$ cat src/rtl/stk_seq_pkg.sv
package stk_seq_pkg;

  typedef enum logic [3:0] {
    CMD_PUSH     = 4'd0,
    CMD_POP      = 4'd1,
    CMD_CALL     = 4'd2,
    CMD_CALL_IF  = 4'd3,
    CMD_RET      = 4'd4,
    CMD_RET_IF   = 4'd5,
    CMD_RST      = 4'd6,
    CMD_LD_PC    = 4'd7,
    CMD_LD_SP    = 4'd8,
    CMD_SWAP_TOP = 4'd9
  } cmd_e;

  typedef enum logic [3:0] {
    ST_IDLE,
    ST_WR_HI,
    ST_WR_LO,
    ST_RD_LO,
    ST_RD_HI,
    ST_RD_END,
    ST_XR_LO,
    ST_XR_HI,
    ST_XW_LO,
    ST_XW_HI
  } state_e;

endpackage

$ cat src/rtl/stk_seq_fsm.sv
module stk_seq_fsm
  import stk_seq_pkg::*;
(
  input  logic   clk_i,
  input  logic   rst_ni,
  input  logic   cmd_valid_i,
  input  cmd_e   cmd_i,
  input  logic   cond_i,
  output state_e state_o,
  output cmd_e   cmd_q_o,
  output logic   accept_o,
  output logic   done_o
);

  state_e state_q, state_d;
  cmd_e   cmd_q;
  logic   done_q, done_d;

  assign accept_o = (state_q == ST_IDLE) && cmd_valid_i;

  always_comb begin
    state_d = state_q;
    done_d  = 1'b0;
    unique case (state_q)
      ST_IDLE: begin
        if (cmd_valid_i) begin
          unique case (cmd_i)
            CMD_PUSH, CMD_CALL, CMD_RST: state_d = ST_WR_HI;
            CMD_CALL_IF:                 state_d = cond_i ? ST_WR_HI : ST_IDLE;
            CMD_POP, CMD_RET:            state_d = ST_RD_LO;
            CMD_RET_IF:                  state_d = cond_i ? ST_RD_LO : ST_IDLE;
            CMD_SWAP_TOP:                state_d = ST_XR_LO;
            default:                     state_d = ST_IDLE;
          endcase
          done_d = (state_d == ST_IDLE);
        end
      end
      ST_WR_HI:  state_d = ST_WR_LO;
      ST_WR_LO:  begin state_d = ST_IDLE; done_d = 1'b1; end
      ST_RD_LO:  state_d = ST_RD_HI;
      ST_RD_HI:  state_d = ST_RD_END;
      ST_RD_END: begin state_d = ST_IDLE; done_d = 1'b1; end
      ST_XR_LO:  state_d = ST_XR_HI;
      ST_XR_HI:  state_d = ST_XW_LO;
      ST_XW_LO:  state_d = ST_XW_HI;
      ST_XW_HI:  begin state_d = ST_IDLE; done_d = 1'b1; end
      default:   state_d = ST_IDLE;
    endcase
  end

  always_ff @(posedge clk_i or negedge rst_ni) begin
    if (!rst_ni) begin
      state_q <= ST_IDLE;
      cmd_q   <= CMD_PUSH;
      done_q  <= 1'b0;
    end else begin
      state_q <= state_d;
      done_q  <= done_d;
      if (accept_o) cmd_q <= cmd_i;
    end
  end

  assign state_o = state_q;
  assign cmd_q_o = cmd_q;
  assign done_o  = done_q;

endmodule

$ cat src/rtl/stk_seq_ptrs.sv
module stk_seq_ptrs
  import stk_seq_pkg::*;
#(
  parameter int unsigned ADDR_W   = 16,
  parameter logic [ADDR_W-1:0] RESET_PC = '0,
  parameter logic [ADDR_W-1:0] RESET_SP = '0
) (
  input  logic              clk_i,
  input  logic              rst_ni,
  input  state_e            state_i,
  input  logic              accept_i,
  input  cmd_e              cmd_i,
  input  cmd_e              cmd_q_i,
  input  logic [ADDR_W-1:0] operand_i,
  input  logic [ADDR_W-1:0] popped_i,
  output logic [ADDR_W-1:0] pc_o,
  output logic [ADDR_W-1:0] sp_o,
  output logic [ADDR_W-1:0] opnd_o,
  output logic [ADDR_W-1:0] push_word_o
);

  localparam int unsigned VEC_LG2 = 3;
  localparam int unsigned VEC_N_W = 3;

  logic [ADDR_W-1:0] pc_q, sp_q, opnd_q, rst_tgt;
  logic              is_call, is_ret;

  assign is_call = (cmd_q_i == CMD_CALL) || (cmd_q_i == CMD_CALL_IF);
  assign is_ret  = (cmd_q_i == CMD_RET)  || (cmd_q_i == CMD_RET_IF);

  always_comb begin
    rst_tgt = '0;
    rst_tgt[VEC_LG2 +: VEC_N_W] = opnd_q[VEC_N_W-1:0];
  end

  always_ff @(posedge clk_i or negedge rst_ni) begin
    if (!rst_ni) begin
      pc_q   <= RESET_PC;
      sp_q   <= RESET_SP;
      opnd_q <= '0;
    end else begin
      if (accept_i) begin
        opnd_q <= operand_i;
        if (cmd_i == CMD_LD_PC) pc_q <= operand_i;
        if (cmd_i == CMD_LD_SP) sp_q <= operand_i;
      end
      unique case (state_i)
        ST_WR_HI: sp_q <= sp_q - 1'b1;
        ST_WR_LO: begin
          sp_q <= sp_q - 1'b1;
          if (is_call)                  pc_q <= opnd_q;
          else if (cmd_q_i == CMD_RST)  pc_q <= rst_tgt;
        end
        ST_RD_LO, ST_RD_HI: sp_q <= sp_q + 1'b1;
        ST_RD_END: if (is_ret) pc_q <= popped_i;
        default: ;
      endcase
    end
  end

  assign pc_o        = pc_q;
  assign sp_o        = sp_q;
  assign opnd_o      = opnd_q;
  assign push_word_o = (cmd_q_i == CMD_PUSH) ? opnd_q : pc_q;

endmodule

$ cat src/rtl/stk_seq_mem.sv
module stk_seq_mem
  import stk_seq_pkg::*;
#(
  parameter int unsigned ADDR_W = 16
) (
  input  logic              clk_i,
  input  logic              rst_ni,
  input  state_e            state_i,
  input  logic [ADDR_W-1:0] sp_i,
  input  logic [ADDR_W-1:0] push_word_i,
  input  logic [ADDR_W-1:0] opnd_i,
  input  logic [ADDR_W/2-1:0] rdata_i,
  output logic [ADDR_W-1:0] addr_o,
  output logic [ADDR_W/2-1:0] wdata_o,
  output logic              we_o,
  output logic              re_o,
  output logic [ADDR_W-1:0] popped_o,
  output logic [ADDR_W-1:0] result_o
);

  localparam int unsigned BYTE_W = ADDR_W / 2;

  logic [BYTE_W-1:0] lo_q, hi_q;
  logic [ADDR_W-1:0] result_q, sp_inc, sp_dec;

  assign sp_inc   = sp_i + 1'b1;
  assign sp_dec   = sp_i - 1'b1;
  assign popped_o = {rdata_i, lo_q};

  always_comb begin
    addr_o  = sp_i;
    wdata_o = '0;
    we_o    = 1'b0;
    re_o    = 1'b0;
    unique case (state_i)
      ST_WR_HI: begin addr_o = sp_dec; wdata_o = push_word_i[BYTE_W +: BYTE_W]; we_o = 1'b1; end
      ST_WR_LO: begin addr_o = sp_dec; wdata_o = push_word_i[0 +: BYTE_W];      we_o = 1'b1; end
      ST_RD_LO, ST_RD_HI, ST_XR_LO: re_o = 1'b1;
      ST_XR_HI: begin addr_o = sp_inc; re_o = 1'b1; end
      ST_XW_LO: begin wdata_o = opnd_i[0 +: BYTE_W]; we_o = 1'b1; end
      ST_XW_HI: begin addr_o = sp_inc; wdata_o = opnd_i[BYTE_W +: BYTE_W]; we_o = 1'b1; end
      default: ;
    endcase
  end

  always_ff @(posedge clk_i or negedge rst_ni) begin
    if (!rst_ni) begin
      lo_q     <= '0;
      hi_q     <= '0;
      result_q <= '0;
    end else begin
      unique case (state_i)
        ST_RD_HI, ST_XR_HI: lo_q <= rdata_i;
        ST_RD_END:          result_q <= popped_o;
        ST_XW_LO:           hi_q <= rdata_i;
        ST_XW_HI:           result_q <= {hi_q, lo_q};
        default: ;
      endcase
    end
  end

  assign result_o = result_q;

endmodule

$ cat src/rtl/stk_seq.sv
module stk_seq
  import stk_seq_pkg::*;
#(
  parameter int unsigned ADDR_W   = 16,
  parameter logic [ADDR_W-1:0] RESET_PC = '0,
  parameter logic [ADDR_W-1:0] RESET_SP = '0
) (
  input  logic              clk_i,
  input  logic              rst_ni,
  input  logic              cmd_valid_i,
  input  logic [3:0]        cmd_i,
  input  logic [ADDR_W-1:0] operand_i,
  input  logic              cond_i,
  input  logic [ADDR_W/2-1:0] mem_rdata_i,
  output logic              idle_o,
  output logic              done_o,
  output logic [ADDR_W-1:0] mem_addr_o,
  output logic [ADDR_W/2-1:0] mem_wdata_o,
  output logic              mem_we_o,
  output logic              mem_re_o,
  output logic [ADDR_W-1:0] pc_o,
  output logic [ADDR_W-1:0] sp_o,
  output logic [ADDR_W-1:0] result_o
);

  state_e            state;
  cmd_e              cmd_in, cmd_q;
  logic              accept;
  logic [ADDR_W-1:0] opnd_q, push_word, popped;

  assign cmd_in = cmd_e'(cmd_i);
  assign idle_o = (state == ST_IDLE);

  stk_seq_fsm u_fsm (
    .clk_i      (clk_i),
    .rst_ni     (rst_ni),
    .cmd_valid_i(cmd_valid_i),
    .cmd_i      (cmd_in),
    .cond_i     (cond_i),
    .state_o    (state),
    .cmd_q_o    (cmd_q),
    .accept_o   (accept),
    .done_o     (done_o)
  );

  stk_seq_ptrs #(
    .ADDR_W  (ADDR_W),
    .RESET_PC(RESET_PC),
    .RESET_SP(RESET_SP)
  ) u_ptrs (
    .clk_i      (clk_i),
    .rst_ni     (rst_ni),
    .state_i    (state),
    .accept_i   (accept),
    .cmd_i      (cmd_in),
    .cmd_q_i    (cmd_q),
    .operand_i  (operand_i),
    .popped_i   (popped),
    .pc_o       (pc_o),
    .sp_o       (sp_o),
    .opnd_o     (opnd_q),
    .push_word_o(push_word)
  );

  stk_seq_mem #(
    .ADDR_W(ADDR_W)
  ) u_mem (
    .clk_i      (clk_i),
    .rst_ni     (rst_ni),
    .state_i    (state),
    .sp_i       (sp_o),
    .push_word_i(push_word),
    .opnd_i     (opnd_q),
    .rdata_i    (mem_rdata_i),
    .addr_o     (mem_addr_o),
    .wdata_o    (mem_wdata_o),
    .we_o       (mem_we_o),
    .re_o       (mem_re_o),
    .popped_o   (popped),
    .result_o   (result_o)
  );

endmodule

$ cat config.mk
export PLATFORM = sky130hd
export DESIGN_NAME = stk_seq
export DESIGN_NICKNAME = d
export VERILOG_FILES = /design/src/rtl/stk_seq_pkg.sv /design/src/rtl/stk_seq_fsm.sv /design/src/rtl/stk_seq_ptrs.sv /design/src/rtl/stk_seq_mem.sv /design/src/rtl/stk_seq.sv
export SDC_FILE = /design/constraint.sdc
export NUM_CORES = 1
export LEC_CHECK = 0
export BUFFER_PORTS_ARGS = -buffer_cell sky130_fd_sc_hd__clkbuf_2
export CAP_MARGIN = 20
export CELL_PAD_IN_SITES_DETAIL_PLACEMENT = 1
export CELL_PAD_IN_SITES_GLOBAL_PLACEMENT = 1
export CORE_MARGIN = 8
export CORE_UTILIZATION = 38
export CTS_CLUSTER_DIAMETER = 40
export DETAILED_ROUTE_END_ITERATION = 6
export GPL_TIMING_DRIVEN = 0
export HOLD_SLACK_MARGIN = 0.03
export PLACE_DENSITY = 0.78
export SLEW_MARGIN = 30
export SYNTH_ARGS = -nofsm -noshare
export SYNTH_HDL_FRONTEND = slang
export SYNTH_SLANG_ARGS = --single-unit
$ cat constraint.sdc
create_clock -name clk_i -period 2.35 [get_ports clk_i]
set_input_delay 0.3525 -clock clk_i [delete_from_list [all_inputs] [get_ports clk_i]]
set_output_delay 0.3525 -clock clk_i [all_outputs]
set_load 0.005 [all_outputs]
### Yosys cells after proc, flatten, opt, wreduce, memory -nomap -nowiden

Index checks and enable logic that the tools add are counted.

| word-level totals | value |
|---|---|
| memories kept | 0 |
| ROM bits | 0 |
| bits in writable memories | 0 |
| latch bits | 0 |
| input bits | 32 |
| word-level logic and storage cells | 79 |
| bits in registers | 89 |

| cells by class | value |
|---|---|
| bitwise logic cells | 0 |
| order comparisons | 0 |
| shift operators | 0 |
| equality and inequality tests | 24 |
| multipliers | 0 |
| add/sub/neg operators | 2 |
| divide/modulo/power cells | 0 |
| reductions and logical operators | 20 |
| mux-type cells | 24 |

Operators with widths:

| kind | count |
|---|---|
| 16-bit two-way mux | 8 |
| 16-bit one-hot mux with 2 select lines | 4 |
| 4-bit by 3-bit equality test with 1-bit output, second input constant | 11 |
| 8-bit one-hot mux with 4 select lines | 1 |
| 4-bit one-hot mux with 7 select lines | 1 |
| 4-bit by 2-bit equality test with 1-bit output, second input constant | 6 |
| 4-bit one-hot mux with 5 select lines | 1 |
| 16-bit by 1-bit adder with 16-bit output, second input constant | 1 |
| 4-bit equality test, second input constant | 4 |
| 4-bit logical NOT | 4 |
| 16-bit by 1-bit subtractor with 16-bit output, second input constant | 1 |
| 4-bit two-way mux | 3 |
| 2-bit OR reduction | 5 |
| 4-bit by 1-bit equality test with 1-bit output, second input constant | 2 |
| 4-bit OR reduction | 2 |
| 3-bit nonzero test | 2 |
| 3-bit OR reduction | 2 |
| 1-bit two-way mux | 4 |
| 1-bit logical OR | 2 |
| 2-bit two-way mux | 1 |
| 2-bit != test, second input constant | 1 |
| 1-bit one-hot mux with 2 select lines | 1 |
| 2-bit AND reduction | 1 |
| 2-bit nonzero test | 1 |
| 1-bit logical AND | 1 |

### Longest topological paths before layout

| logic depth | value |
|---|---|
| depth in word-level cells | 8 |
| mapped depth | 8 |

### Modules after synthesis

From an unflattened synthesis, not the netlist that was laid out.

| second synthesis, totals | value |
|---|---|
| cell total of the unflattened synthesis | 626 |
| area, all modules | 6153.4 um^2 |

By module, submodules not included:

| module | area an instance (um^2) | times used | cells each |
|---|---|---|---|
| stk_seq_ptrs | 3139.3 | 1 | 299 |
| stk_seq_mem | 2518.7 | 1 | 277 |
| stk_seq_fsm | 483.0 | 1 | 49 |
| stk_seq | 12.5 | 1 | 1 |

### Least setup slack after synthesis

No wires, ideal clock.

| timing path | value |
|---|---|
| path type | flip-flop to output port |
| start point | reg u_ptrs.sp_q[9], in the netlist u_ptrs.sp_o[9] |
| end point | out mem_addr_o[13] |
| stages on the path, launching flop included | 8 |
| arrival | 2041 ps |
| slack | -43 ps |
| required time | 1997 ps |
| cells stage by stage | dfrtp_1 clkbuf_1 or4_1 clkbuf_1 nor4b_1 a21oi_1 o21ba_2 xnor2_1 |

| between the ends | value |
|---|---|
| longest elaborated chain between the ends | 2 |

Ends and longest elaborated chain:

| what | RTL line | text |
|---|---|---|
| start, declared | stk_seq_ptrs.sv:25 | `logic [ADDR_W-1:0] pc_q, sp_q, opnd_q, rst_tgt;` |
| start signal, assigned | stk_seq_ptrs.sv:45 | `if (cmd_i == CMD_LD_SP) sp_q <= operand_i;` |
| start signal, assigned | stk_seq_ptrs.sv:48 | `ST_WR_HI: sp_q <= sp_q - 1'b1;` |
| start signal, assigned | stk_seq_ptrs.sv:50 | `sp_q <= sp_q - 1'b1;` |
| 16-bit by 1-bit adder with 16-bit output or 16-bit by 1-bit subtractor with 16-bit output (tied branches) | stk_seq_mem.sv:26, stk_seq_mem.sv:27 |  |
| 16-bit one-hot mux with 2 select lines (*) | stk_seq_mem.sv:35 | `unique case (state_i)` |
| end, declared | stk_seq.sv:17 | `output logic [ADDR_W-1:0] mem_addr_o,` |

Every way passes the cells marked *; elsewhere a longest branch is shown, timed or not.

### Worst setup path in the final report

| timing path | value |
|---|---|
| start point | reg u_ptrs.sp_q[5], in the netlist u_ptrs.sp_o[5] |
| end point | out mem_addr_o[11] |

Same word-level chain as after synthesis.

==> results.toml <==
[outcome]
outcome = "finished with violations"
violations = "negative setup slack"

[drt]
dr_wl_met2_um = 12700
vias = 6308
drtAntennaViolNets = 0
drtIter0Drc = 593
first_pass_iters = 5
wirelength_met1_um = 10100
drc_errors = 0
routed.top_layer = "met5"
routedWlPerCell_um = 27.2
avgViaCountPerCell = 6.56
drt-total-wl_um = 26100
wl_met3_um = 2110

[yosys]
postSynthCellCount = 589
synthFlopType = "dfrtp_1"
synth-async-reset-ratio = 1.00
yosysUniqueCellTypes = 68
synthMuxAreaShare = 0.124
yosys.area_share.simple = 0.152
synth_area_per_cell_um2 = 9.41
synth.yosys.seq_area_share = 0.402
synthAdderAreaFrac = 0.00451
syn-cell-area_um2 = 5550
synth_fp_nets = 623
synth_edf_count = 0
synth_top_family_by_area = "compound AO/OA/AOI/OAI gates"
yosysWarnings = 0
ys_ff_latch = 89
synth_xor_area_frac = 0.0284
synth_compound_area_frac = 0.240

[global_routing]
grt_pass1_vias = 6665
grt_max_degree = 48
antenna_found_initial = 1
grtUsageTotal = 0.268
grt_pass1_wl_um = 38700
overflow = 0

[final_layout]
drive_gt1_frac = 0.461
fill_cells = 1623
final_common_cell = "clkbuf_2"
areaGrowthSynthToFinish_pct = 43.0
num_antenna_cells = 0
finalNetCount = 807
mostFrequentLayoutCells = "clkbuf_2, dfrtp_1, buf_4, nor2_1, mux2_2"

[pwr]
p_seq_frac = 0.245
power_w = 0.0128
p_int_w = 0.00685
combPwrFrac = 0.633
power_density_nw_per_um2 = 1620
p_sw_frac = 0.466
power_frac_clock = 0.122
vdd_drop_max_v = 0.000636
p_sw_w = 0.00597
p_leak_nw = 3.50

[place]
io_buffers = 107
gp_congestion = 0.949
post-dp-hpwl_um = 15500

[worst_hold_path]
min-delay-path-class = "in2reg"

[timing]
worst_slack_ps = -417
fmax_mhz = 361
maxSlewViolCount = 0
setup_viol_count_final = 28
rsz0062_at_grt = "true"
whs_ps = 312
finalHoldViolCount = 0
fin_crit_sh = 1.18
tightest_slew_ps = 833
skew_ps = 14.1
relSlewSlack = 0.444
post-route-min-period_ps = 2770

[worst_setup_path]
cp-start-kind = "flip-flop"
crit_path_cell_trace = "or4_4 -> or2_1 -> buf_6 -> nor3_4 -> a31oi_2 -> xnor2_1 -> buf_2"
r2r_setup_slack_ps = -50
r2r-end = "u_ptrs.pc_o[0]"
endpoint = "mem_addr_o[11]"
endpoint_kind = "output port"
critPathKind = "reg2out"
path_max_fanout = 7
reg2reg_from = "u_fsm.state_o[0]"
reg2regPathDepth = 9
slowest_stage = "or4_4"
cp-startpoint = "u_ptrs.sp_o[5]"
arrival_ps = 2410
required_ps = 2000
slowest_delay_ps = 630

[floorplan]
rows = 44
die_x_um = 137
die_area_um2 = 18700
coreArea_um2 = 14400
start_util = 0.384
fp.dieH_um = 137
num_io_pins = 108

[clock_network]
cts_tree = "yes"
cts.path.max_buffers = 2
clock-sinks = 89
cts.reportedPaths.clkPinSlew_ps = 70
insertion_delay_ps = 360
numCtsBuffers = 9
cts_root_buffer = "clkbuf_16"
htree_num_levels = 3

[flow_run]
maxCapViolations = 0
worst min path at each step:
stage / start / to / slack, ps / cells after the start
after floorplan: rst_ni / u_fsm.cmd_q_o[0] / 60 / 0
after global placement: u_mem.hi_q[6] / u_mem.hi_q[6] / 490 / 1
after detailed placement: rst_ni / u_ptrs.sp_o[14] / 310 / 1
after CTS: operand_i[2] / u_ptrs.opnd_o[2] / 260 / 2
after global routing: operand_i[2] / u_ptrs.opnd_o[2] / 310 / 2
final: operand_i[0] / u_ptrs.opnd_o[0] / 310 / 2
logic make-up after synthesis:
kind of cell,Yosys count
compound gates,192
simple gates,161
flops,89
buf+inv,64
mux,63
xor+xnor,18
fa+ha+maj,2
sequential cells by signal, summed over array words and instances (netlist names):
register        cells
u_ptrs.opnd_o      16
u_fsm.done_o        1
u_ptrs.pc_o        16
u_fsm.state_o       4
u_fsm.cmd_q_o       4
u_mem.hi_q          8
u_ptrs.sp_o        16
u_mem.lo_q          8
u_mem.result_o     16
layer usage:
layer	global-route usage	vias to the layer above
met5	0	-
met2	0.457	397
met4	0.132	2
li1	-	2604
met3	0.0609	113
met1	0.312	3192
synth_stat cells (4+ instances only):
cell | count | area share
nor4_1 | 8 | 0.0090
a221o_1 | 8 | 0.014
clkbuf_1 | 33 | 0.022
nand3_1 | 11 | 0.0099
a31oi_1 | 4 | 0.0045
o22ai_1 | 31 | 0.035
buf_1 | 6 | 0.0041
nand2_1 | 28 | 0.019
o211ai_1 | 7 | 0.0095
xnor2_1 | 8 | 0.013
a21o_1 | 4 | 0.0054
nor2_1 | 51 | 0.035
nor4b_1 | 4 | 0.0063
and3_1 | 4 | 0.0045
o21a_1 | 4 | 0.0054
a21oi_1 | 32 | 0.029
o21ai_0 | 21 | 0.019
mux2i_1 | 19 | 0.034
buf_2 | 11 | 0.0099
nor3_1 | 9 | 0.0081
dfrtp_1 | 89 | 0.40
inv_1 | 11 | 0.0074
mux2_2 | 44 | 0.089
a211oi_1 | 10 | 0.014
or3_1 | 7 | 0.0079
a22oi_1 | 25 | 0.034
nand2b_1 | 14 | 0.016
o31ai_1 | 13 | 0.018
xor2_1 | 10 | 0.016
per-stage QoR:
step | setup WS (ps) | std cells | setup TNS (ps) | instance area (µm²) | util
6_report | -417 | 962 | -5670 | 7930 | 0.550
5_1_grt | -461 | 962 | -7890 | 7930 | 0.550
4_1_cts | -408 | 951 | -4820 | 7650 | 0.530
3_5_place_dp | -888 | 881 | -21470 | 6370 | 0.442
3_3_place_gp | -910 | 880 | -40990 | 6320 | 0.438
2_1_floorplan | -0.707 | 589 | -0.707 | 5550 | -
power by group through the flow:
stage | clock, W | sequential (W) | combinational (W)
after floorplan | 0 | 0.00281 | 0.00379
after global placement | 0 | 0.00295 | 0.00570
after detailed placement | 0 | 0.00301 | 0.00595
after CTS | 0.00155 | 0.00302 | 0.00732
after global routing | 0.00162 | 0.00320 | 0.00861
final | 0.00157 | 0.00314 | 0.00812
cell type report:
| cell class | instances | area (µm²) | area share |
|---|---|---|---|
| Multi-Input combinational cell | 436 | 3520 | 0.444 |
| Sequential cell | 89 | 2240 | 0.282 |
| Timing Repair Buffer | 188 | 1290 | 0.162 |
| Buffer | 38 | 300 | 0.0379 |
| Clock buffer | 11 | 243 | 0.0306 |
| Tap cell | 184 | 230 | 0.0290 |
| Clock inverter | 5 | 63.8 | 0.00805 |
| Inverter | 11 | 45.0 | 0.00568 |
critical path, delay by kind of cell, from the launching register on:
kind / cells / cell delay [ps]
AOI/OAI and AO/OA: 1 / 70
and+or+nand+nor: 3 / 1110
xor gates and xnor gates: 1 / 170
buffers and inverters: 2 / 290
DFF: 1 / 400
timing repair:
item | CTS | global route
setup endpoints to repair | 64 | 51
gates cloned | 0 | 2
hold endpoints to repair | 42 | 0
resized for setup | 126 | 57
pin swaps | 44 | 43
buffers inserted | 62 | 15
hold buffers | 1 | 0
(Power assumes the default switching activity.)
